`config.mk`:
```
export PLATFORM = sky130hd
export DESIGN_NAME = rob_window
export DESIGN_NICKNAME = d
export VERILOG_FILES = /design/src/rtl/rob_pkg.sv /design/src/rtl/rob_find.sv /design/src/rtl/rob_pick.sv /design/src/rtl/rob_window.sv
export SDC_FILE = /design/constraint.sdc
export NUM_CORES = 2
export LEC_CHECK = 0
export ABC_AREA = 1
export BUFFER_PORTS_ARGS = -buffer_cell sky130_fd_sc_hd__buf_2
export CORE_UTILIZATION = 45
export DETAILED_ROUTE_END_ITERATION = 8
export PLACE_DENSITY = 0.75
export SLEW_MARGIN = 20
export SYNTH_ARGS = -nofsm -noshare
export SYNTH_HDL_FRONTEND = slang
export SYNTH_SLANG_ARGS = --single-unit
```
`constraint.sdc`:
```
create_clock -name clk -period 5.6 [get_ports clk]
set_clock_uncertainty 0.05 [all_clocks]
set_input_delay 1.12 -clock clk [delete_from_list [all_inputs] [get_ports clk]]
set_output_delay 1.12 -clock clk [all_outputs]
set_load 0.02 [all_outputs]
```
`src/rtl/rob_pkg.sv`:
```
package rob_pkg;
    typedef enum logic [1:0] {
        EXC_NONE    = 2'd0,
        EXC_ARITH   = 2'd1,
        EXC_MEM     = 2'd2,
        EXC_ILLEGAL = 2'd3
    } exc_e;
endpackage

```
`src/rtl/rob_find.sv`:
```
// Finds the youngest in-flight writer of a register by scanning from the oldest slot.
module rob_find #(
    parameter int N     = 8,
    parameter int IDX_W = 3,
    parameter int AR_W  = 3
) (
    input  logic [N-1:0]      use_vec,
    input  logic [N*AR_W-1:0] dst_flat,
    input  logic [AR_W-1:0]   reg_id,
    input  logic [IDX_W-1:0]  base,
    output logic              hit,
    output logic [IDX_W-1:0]  tag
);
    logic [IDX_W-1:0] pos;

    always_comb begin
        hit = 1'b0;
        tag = '0;
        pos = base;
        for (int k = 0; k < N; k++) begin
            pos = base + IDX_W'(k);
            // a later match is younger and replaces the earlier one
            if (use_vec[pos] && (dst_flat[pos*AR_W +: AR_W] == reg_id)) begin
                hit = 1'b1;
                tag = pos;
            end
        end
    end
endmodule

```
`src/rtl/rob_pick.sv`:
```
// Oldest-first selection of one ready slot, counting from the retire pointer.
module rob_pick #(
    parameter int N     = 8,
    parameter int IDX_W = 3
) (
    input  logic [N-1:0]     rdy,
    input  logic [IDX_W-1:0] base,
    output logic             hit,
    output logic [IDX_W-1:0] idx
);
    logic [IDX_W-1:0] pos;

    always_comb begin
        hit = 1'b0;
        idx = base;
        pos = base;
        for (int k = N - 1; k >= 0; k--) begin
            pos = base + IDX_W'(k);
            if (rdy[pos]) begin
                hit = 1'b1;
                idx = pos;
            end
        end
    end
endmodule

```
`src/rtl/rob_window.sv`:
```
module rob_window
    import rob_pkg::*;
#(
    parameter int N      = 8,
    parameter int DATA_W = 16,
    parameter int OP_W   = 4,
    parameter int NUM_AR = 8
) (
    input  logic                      clk,
    input  logic                      rst_n,
    input  logic                      ins_valid,
    input  logic [OP_W-1:0]           ins_op,
    input  logic [$clog2(NUM_AR)-1:0] ins_dst,
    input  logic [$clog2(NUM_AR)-1:0] ins_src_a,
    input  logic [$clog2(NUM_AR)-1:0] ins_src_b,
    output logic                      ins_ready,
    output logic                      disp_valid,
    output logic [$clog2(N)-1:0]      disp_tag,
    output logic [OP_W-1:0]           disp_op,
    output logic [DATA_W-1:0]         disp_opa,
    output logic [DATA_W-1:0]         disp_opb,
    input  logic                      res_valid,
    input  logic [$clog2(N)-1:0]      res_tag,
    input  logic [DATA_W-1:0]         res_data,
    input  logic [1:0]                res_cause,
    output logic                      cmt_valid,
    output logic [$clog2(NUM_AR)-1:0] cmt_dst,
    output logic [DATA_W-1:0]         cmt_data,
    output logic                      exc_valid,
    output logic [$clog2(N)-1:0]      exc_tag,
    output logic [1:0]                exc_cause
);
    localparam int IDX_W = $clog2(N);
    localparam int AR_W  = $clog2(NUM_AR);
    localparam int NSRC  = 2;

    typedef struct packed {
        logic              used;
        logic              exec;
        logic              done;
        logic [OP_W-1:0]   op;
        logic              pa;
        logic [DATA_W-1:0] va;   // value when pa, else producer slot
        logic              pb;
        logic [DATA_W-1:0] vb;
        logic [AR_W-1:0]   dst;
        logic [DATA_W-1:0] data;
        exc_e              cause;
    } entry_t;

    typedef struct packed {
        entry_t [N-1:0]                  ent;
        logic [IDX_W:0]                  alloc;  // wrap bit on top
        logic [IDX_W:0]                  ret;
        logic [NUM_AR-1:0][DATA_W-1:0]   arf;
    } state_t;

    state_t st_q, st_d;

    logic [IDX_W-1:0]        alloc_idx, ret_idx, pick_idx;
    logic                    full, head_fin, flush, commit, pick_hit;
    logic [N-1:0]            use_vec, rdy_vec;
    logic [N*AR_W-1:0]       dst_flat;
    entry_t                  head;
    logic [NSRC-1:0][AR_W-1:0]   src_reg;
    logic [NSRC-1:0]             src_hit, src_p;
    logic [NSRC-1:0][IDX_W-1:0]  src_tag;
    logic [NSRC-1:0][DATA_W-1:0] src_v;

    assign alloc_idx = st_q.alloc[IDX_W-1:0];
    assign ret_idx   = st_q.ret[IDX_W-1:0];
    assign full      = (st_q.alloc[IDX_W] != st_q.ret[IDX_W]) && (alloc_idx == ret_idx);
    assign head      = st_q.ent[ret_idx];
    assign head_fin  = head.used && head.done;
    assign flush     = head_fin && (head.cause != EXC_NONE);
    assign commit    = head_fin && (head.cause == EXC_NONE);

    for (genvar g = 0; g < N; g++) begin : g_slot
        assign use_vec[g]                  = st_q.ent[g].used;
        assign dst_flat[g*AR_W +: AR_W]    = st_q.ent[g].dst;
        assign rdy_vec[g] = st_q.ent[g].used && !st_q.ent[g].exec
                            && st_q.ent[g].pa && st_q.ent[g].pb;
    end

    assign src_reg[0] = ins_src_a;
    assign src_reg[1] = ins_src_b;

    for (genvar s = 0; s < NSRC; s++) begin : g_src
        rob_find #(.N(N), .IDX_W(IDX_W), .AR_W(AR_W)) u_find (
            .use_vec (use_vec),
            .dst_flat(dst_flat),
            .reg_id  (src_reg[s]),
            .base    (ret_idx),
            .hit     (src_hit[s]),
            .tag     (src_tag[s])
        );
    end

    rob_pick #(.N(N), .IDX_W(IDX_W)) u_pick (
        .rdy (rdy_vec),
        .base(ret_idx),
        .hit (pick_hit),
        .idx (pick_idx)
    );

    // operand resolution for the instruction being inserted
    always_comb begin
        src_p = '0;
        src_v = '0;
        for (int s = 0; s < NSRC; s++) begin
            if (!src_hit[s]) begin
                src_p[s] = 1'b1;
                src_v[s] = st_q.arf[src_reg[s]];
            end else if (st_q.ent[src_tag[s]].done) begin
                src_p[s] = 1'b1;
                src_v[s] = st_q.ent[src_tag[s]].data;
            end else if (res_valid && (res_tag == src_tag[s])) begin
                src_p[s] = 1'b1;
                src_v[s] = res_data;
            end else begin
                src_p[s] = 1'b0;
                src_v[s] = DATA_W'(src_tag[s]);
            end
        end
    end

    assign ins_ready  = !full && !flush;
    assign disp_valid = pick_hit && !flush;
    assign disp_tag   = pick_idx;
    assign disp_op    = st_q.ent[pick_idx].op;
    assign disp_opa   = st_q.ent[pick_idx].va;
    assign disp_opb   = st_q.ent[pick_idx].vb;
    assign cmt_valid  = commit;
    assign cmt_dst    = head.dst;
    assign cmt_data   = head.data;
    assign exc_valid  = flush;
    assign exc_tag    = ret_idx;
    assign exc_cause  = head.cause;

    always_comb begin
        st_d = st_q;
        if (res_valid) begin
            for (int i = 0; i < N; i++) begin
                if (st_q.ent[i].used && !st_q.ent[i].pa
                    && (st_q.ent[i].va[IDX_W-1:0] == res_tag)) begin
                    st_d.ent[i].pa = 1'b1;
                    st_d.ent[i].va = res_data;
                end
                if (st_q.ent[i].used && !st_q.ent[i].pb
                    && (st_q.ent[i].vb[IDX_W-1:0] == res_tag)) begin
                    st_d.ent[i].pb = 1'b1;
                    st_d.ent[i].vb = res_data;
                end
            end
            if (st_q.ent[res_tag].used) begin
                st_d.ent[res_tag].done  = 1'b1;
                st_d.ent[res_tag].data  = res_data;
                st_d.ent[res_tag].cause = exc_e'(res_cause);
            end
        end
        if (disp_valid) begin
            st_d.ent[pick_idx].exec = 1'b1;
        end
        if (commit) begin
            st_d.arf[head.dst]       = head.data;
            st_d.ent[ret_idx].used   = 1'b0;
            st_d.ret                 = st_q.ret + 1'b1;
        end
        if (flush) begin
            for (int i = 0; i < N; i++) begin
                st_d.ent[i].used = 1'b0;
            end
            st_d.alloc = st_q.ret;
        end
        if (ins_valid && ins_ready) begin
            st_d.ent[alloc_idx] = '{used: 1'b1, exec: 1'b0, done: 1'b0, op: ins_op,
                                    pa: src_p[0], va: src_v[0],
                                    pb: src_p[1], vb: src_v[1],
                                    dst: ins_dst, data: '0, cause: EXC_NONE};
            st_d.alloc = st_q.alloc + 1'b1;
        end
    end

    always_ff @(posedge clk) begin
        if (!rst_n) begin
            st_q <= '0;
        end else begin
            st_q <= st_d;
        end
    end

    AST_DISP_MARKS_EXEC: assert property (@(posedge clk) disable iff (!rst_n)
        disp_valid |=> st_q.ent[$past(disp_tag)].exec);
    AST_DISP_ONCE: assert property (@(posedge clk) disable iff (!rst_n)
        disp_valid |=> !(disp_valid && (disp_tag == $past(disp_tag))));
    AST_RESULT_COMPLETES: assert property (@(posedge clk) disable iff (!rst_n)
        (res_valid && use_vec[res_tag] && !flush) |=> st_q.ent[$past(res_tag)].done);
    AST_RETIRE_STEP: assert property (@(posedge clk) disable iff (!rst_n)
        commit |=> (st_q.ret == ($past(st_q.ret) + 1'b1)));
    AST_FULL_HOLDS: assert property (@(posedge clk) disable iff (!rst_n)
        (full && !flush) |=> $stable(st_q.alloc));
    AST_NO_OVERFILL: assert property (@(posedge clk) disable iff (!rst_n)
        (st_q.alloc - st_q.ret) <= (IDX_W+1)'(N));
    AST_FLUSH_EMPTIES: assert property (@(posedge clk) disable iff (!rst_n)
        flush |=> (use_vec == '0));
endmodule

```
Yosys cells after proc, flatten, opt, wreduce, memory -nomap -nowiden
Index checks and enable logic that the tools add are counted.
{ "op_classes": {"n_addsub": 9, "mul": 8, "magnitude_cmp": 21, "n_eq_ne": 36, "n_shift": 8, "mux": 173, "n_reduce_logical": 115} }
{ "ops": {"columns": ["operator", "n"], "rows": [
  ["$bwmux 496", 6],
  ["$mux 496", 4],
  ["$demux 62 s3", 6],
  ["$bmux 62 s3", 5],
  ["$mux 17", 32],
  ["$mux 500", 1],
  ["$mux 62", 4],
  ["$shiftx 24x6->3", 8],
  ["$mux 60", 3],
  ["$mux 16", 9],
  ["$bwmux 128", 1],
  ["$eq 3x3->1", 35],
  ["$bmux 16 s3", 2],
  ["$logic_and 1x1->1", 86],
  ["$mux 3", 24],
  ["$lt 3x4->1 const B", 16],
  ["$mux 61", 1],
  ["$mux 59", 1],
  ["$mux 1", 54],
  ["$bmux 1 s3", 16],
  ["$demux 16 s3", 1],
  ["$mul 3x2->5 const B", 8],
  ["$logic_not 1->1", 26],
  ["$mux 18", 1],
  ["10 further kinds", 20]
]} }
{ "totals": {"reg_bits": 632, "input_bits": 38, "out_inout_bits": 67, "wordCells": 468} }

Depth between registers and ports, before layout
{ "depth": {"word_depth": 25, "ltp_mapped": 38, "mapped_depth_nobuf": 30} }

Cells and area by module
Synthesis repeated with hierarchy kept, for this count alone.
{ "hier_totals": {"hier_cells": 7027, "hier_area_um2": 41322.1} }
{ "by_module_without_submodules": {"columns": ["mod", "instances", "cells_per_inst", "area_each_um2", "seq_area_each_um2"], "rows": [
  ["rob_window", 1, 6129, 36946.7, 12652.1],
  ["rob_find at g_src[0].u_find", 1, 384, 1885.6, 0.0],
  ["rob_find at g_src[1].u_find", 1, 388, 1803.0, 0.0],
  ["rob_pick", 1, 126, 686.9, 0.0]
]} }

Worst setup path after synthesis
No wires, ideal clock.
{ "synth_path": {"path_type": "register to output", "start": "reg st_q (netlist bit exc_tag[0])", "end": "out disp_opa[11]", "arrival_time_ns": 4.439, "t_required_ns": 4.430, "setup_slack_ns": -0.009, "path_stages_with_launch": 29, "n_path_buf": 13, "cell_sequence": "dfxtp_1 -> inv_2 -> buf_6 -> buf_6 -> buf_2 -> buf_4 -> clkbuf_1 -> clkbuf_1 -> buf_1 -> ha_1 -> buf_2 -> buf_2 -> buf_1 -> o21ai_0 -> nand2_1 -> nand2_1 -> inv_2 -> nand2_1 -> a21oi_1 -> o211ai_1 -> nand3_1 -> nand2_1 -> buf_4 -> buf_6 -> buf_2 -> nand2_1 -> nand2_1 -> nand3_1 -> nand4_1"} }
{ "synth_via": {"elab_chain_len": 13, "elab_cells_between_ends": 33, "classes_between": "add/sub: 7; mux: 26"} }
{ "synth_lines": {"columns": ["element", "line", "source"], "rows": [
  ["from (decl)", "rob_window.sv:58", "state_t st_q, st_d;"],
  ["from (signal assigned)", "rob_window.sv:188", "st_q <= st_d;"],
  ["$add 3x3->3 *", null, null],
  ["named net g_src[0].u_find.pos[0]", "rob_find.sv:14", "logic [IDX_W-1:0] pos;"],
  ["$bmux 1 s3", "rob_pick.sv:19", "if (rdy[pos]) begin"],
  ["$mux 1 (implied by the code)", "rob_pick.sv:19", null],
  ["$mux 3 * (8 in series)", "rob_pick.sv:19", null],
  ["named net disp_tag[0]", "rob_window.sv:18", "output logic [$clog2(N)-1:0] disp_tag,"],
  ["$bmux 62 s3 *", "rob_window.sv:131", "assign disp_opa = st_q.ent[pick_idx].va;"],
  ["$mux 59 *", null, null],
  ["to (decl)", "rob_window.sv:20", "output logic [DATA_W-1:0] disp_opa,"]
]} }
The timed path passes the listed nets; every way through them passes the cells marked *. The select of a mux whose other input is x is not followed.

Worst setup path in the final report
{ "layout_path": {"start": "reg st_q[259] in the netlist's numbering", "end": "out disp_opb[1]"} }
{ "layout_via": {"elab_chain_len": 15, "elab_cells_between_ends": 29, "classes_between": "mux: 26; reduce/logical: 3"} }
{ "layout_lines": {"columns": ["element", "line", "source"], "rows": [
  ["$logic_and 1x1->1 *", "rob_window.sv:81", "assign rdy_vec[g] = st_q.ent[g].used && !st_q.ent[g].exec"],
  ["$logic_and 1x1->1 * (2 in series)", "rob_window.sv:82", "&& st_q.ent[g].pa && st_q.ent[g].pb;"],
  ["$bmux 1 s3", "rob_pick.sv:19", null],
  ["$mux 1 (implied by the code)", "rob_pick.sv:19", null],
  ["$mux 3 (7 in series)", "rob_pick.sv:19", null],
  ["$mux 3 *", "rob_pick.sv:19", null],
  ["$bmux 62 s3 *", "rob_window.sv:132", "assign disp_opb = st_q.ent[pick_idx].vb;"],
  ["$mux 59 (implied by the code) *", "rob_window.sv:132", null],
  ["to (decl)", "rob_window.sv:21", "output logic [DATA_W-1:0] disp_opb,"]
]} }
Every way passes the cells marked *; elsewhere a longest branch is shown, timed or not. The select of a mux whose other input is x is not followed.

==> metrics.txt <==
run status finished clean; first-pass GRT wire length between 200000 and 250000 µm; drt pass-1 iters 8; NetSw ~3.1 mW; Post-Synth XOR/XNOR Area roughly 1.4%; Syn Inst Count approximately 6000; Synth async-reset ratio 0%; # clock sinks 632; Clock Root Buffer clkbuf_16; Total Nets Final roughly 6000; Tmin final around 5.6 ns; synth unique cells 47; Final Max Tran Viols 0; Flop pwr share a little over two fifths; Cell Area, Synth between 30000 and 40000 µm²; total CTS buffers slightly below 70; Via density just over 6; Crit. End Element output pin; mux contribution to synthesized area less than 1%; latest clock arrival within the worst-skew pair approximately 0.63 ns; Min-Delay Path Class reg -> reg; Post-synth EDFFs 0; Total GRT Usage between 30% and 40%; Final Util between 40% and 50%; Slew Limit Headroom a little over a fifth; met2 routed WL approximately 65000 µm; clock network fraction of total power between 40% and 50%; Hold Startpoint st_q[377]; Int Power 7.646 mW; DRT met1 WL roughly 59000 µm; share of layout cells above drive strength 1 8.113%; simple-gate area share of the yosys netlist between 30% and 40%; initial core utilization between 40% and 50%; initial antenna violation count 9; switching part of the total a little under 30%; Synth area leaders dfxtp_1, nand2_1, nand3_1, o21ai_0, a21oi_1; Final ANT Viol Nets 0; Seq/Total Area, Yosys around a third; area leader, netlist dfxtp_1; Die X ~290 µm; CP required 4.43 ns; GR Overflow Total 0; Setup Crit Path Kind reg -> out; syn avg cell area between 6 and 7 µm²; Area Overhead vs Synth 9.529%; Setup violations, final 0; initial drt markers 6686; DR vias around 43000; Worst Tran Pin Value roughly 1.2 ns; R2R setup slack ~0.090 ns; max_cap viols 0; Main synth FF type dfxtp_1; peak supply drop about 0.19 mV; routability cong. about 0.99; IO buf count approximately 100; power density cells 259.8 nW/µm²; final period utilization ~100%; DR WL met3 approximately 22000 µm; standard cell core area 83560 µm²; CTS tree done; highest metal used met5; synth warn 0; area share of fa/ha/maj cells after synthesis less than 1%; DRC Markers 0; reg2reg start exc_tag[1]; number of global-route vias before repair a little under 40000; H-Tree Depth 3; crit path from st_q[259]; maximum root-to-sink buffer count 3; FMAX 178.9 MHz; largest net degree at the start of global routing between 100 and 150; Comb power frac 12.7%; Die H 292.2 µm; I/O pin count 105; Leakage 17.39 nW; Die ar. about 85000 µm²; syn_nets between 6000 and 7000; WL/cell approximately 22 µm; DRT Wirelength 155900 µm; Area after DPL roughly 40000 µm²; Placement Rows around 110; post-detail-place hpwl 99210 µm; Worst EP arrival about 4.4 ns; Finished Cell Area ~42000 µm²; register bit total from synthesis 632; post-synth top area share around a third; Synth Area in Compound Gates a little under a fifth; CP max FO between 40 and 50; Final Hold Violating Endpoints 0; largest family of logic cells by synthesized area simple AND/OR/NAND/NOR gates; CP Launch Type flip-flop; clock transition at the registers of the reported paths roughly 0.070 ns
==> worst max-delay path, cell delays in order, from the launching register on <==
cell and delay (ns):
dfxtp_1 0.47, inv_1 0.17, nor3_1 0.26, o21ai_0 0.20, nand2_1 0.09, o21ai_1 0.07
or2_2 0.30, nand2_1 0.11, a21oi_1 0.05, o211ai_1 0.27, nand2_1 0.13, nand2_2 0.23
nand2_8 0.18, buf_16 0.24, o21ai_0 0.35, nand3_1 0.13, nand4_1 0.26, buf_2 0.22
==> per-stage QoR <==
stage	setup slack [ns]	TNS, ns	hold WS, ns	cells	power (mW)
final	0.01181	0	0.4117	7112	10.79
after global routing	-0.09938	-1.005	0.4297	7111	11.02
after CTS	0.06484	0	0.4110	7101	10.70
after detailed placement	0.3701	0	0.3970	6980	5.977
after global placement	0.4076	0	0.3892	6980	5.966
after floorplan	0.1165	0	0.3786	6112	5.455
==> Yosys cell counts (2+ instances only) <==
library cell     n
inv_1          344
or2_2            5
clkinv_1         8
xor2_1          53
ha_1             7
mux2i_1         26
a21oi_1        337
buf_1           55
inv_2           28
o22ai_1         29
nand3_2         33
nand2_1       1995
o21ai_2          2
nand2_2         17
a211oi_1       123
nor2_4           6
o21ai_0        610
clkbuf_1       266
and2_1           2
nor2_1         281
xnor2_1          3
buf_2           93
buf_4           19
a31oi_1         10
nor3_1          14
nand4_1         46
o211ai_1        81
dfxtp_1        632
o21ai_1         60
or2_1            3
nor4_1          16
nand3_1        858
nand2_4          4
buf_6           17
o221ai_1         5
nor2_2          13
==> cell type report <==
type                            instances  area [µm²]
Clock buffer                           91        1922
Clock inverter                         30       389.1
Multi-Input combinational cell       4651       21980
Antenna cell                            5       12.51
Inverter                              381        1444
Timing Repair Buffer                  242        1759
Sequential cell                       632       12660
Tap cell                             1080        1351
Fill cell                            8475       42040
==> placed cells by master (no fill, tap or decap), drive strengths merged, types with 4 or more instances in the layout <==
| cell type | n |
|---|---|
| a211oi | 123 |
| a21oi | 338 |
| a31oi | 11 |
| buf | 239 |
| bufinv | 8 |
| clkbuf | 94 |
| clkinv | 27 |
| dfxtp | 632 |
| diode | 5 |
| ha | 7 |
| inv | 374 |
| mux2i | 26 |
| nand2 | 2018 |
| nand3 | 891 |
| nand4 | 46 |
| nor2 | 300 |
| nor3 | 14 |
| nor4 | 16 |
| o211ai | 81 |
| o21ai | 672 |
| o221ai | 5 |
| o22ai | 29 |
| or2 | 8 |
| xnor2 | 4 |
| xor2 | 54 |
==> sequential cells by signal (all words and copies together) (netlist names) <==
name,count
exc_tag,3
st_q,602
dst_flat,24
alloc_idx,3
==> what timing repair did <==
action | CTS | global route
resized for setup | 7 | 14
cloned | 0 | 4
hold buffers | 0 | 0
setup buffers | 0 | 2
endpoints found under the setup margin | 32 | 32
pin swaps | 0 | 5
==> cell families after synthesis <==
| logic type | count (synthesis) |
|---|---|
| simple gates | 3293 |
| mux | 26 |
| fa+ha+maj | 7 |
| buf+inv | 831 |
| xor+xnor | 58 |
| compound gates | 1265 |
| flops | 632 |
==> power by group through the flow <==
stage	sequential, mW	clock (mW)	combinational (mW)
detailed placement	4.70	0	1.28
floorplan	4.68	0	0.771
global placement	4.69	0	1.27
finish	4.60	4.82	1.37
global route	4.60	5.00	1.42
CTS	4.60	4.82	1.29
==> routing by layer <==
metal,GRT usage (%),up-vias
met5,0,-
met4,22.50,4
met3,8.362,573
met2,51.60,3165
met1,45.45,19730
li1,-,20010
==> path summary, 6_finish.rpt <==
check	end	cells after the start
setup / recovery	disp_opb[1]	17
hold / removal	st_q[377]	2
setup reg to reg	st_q[317]	18
hold reg to reg	st_q[377]	2
(Power assumes the default switching activity.)
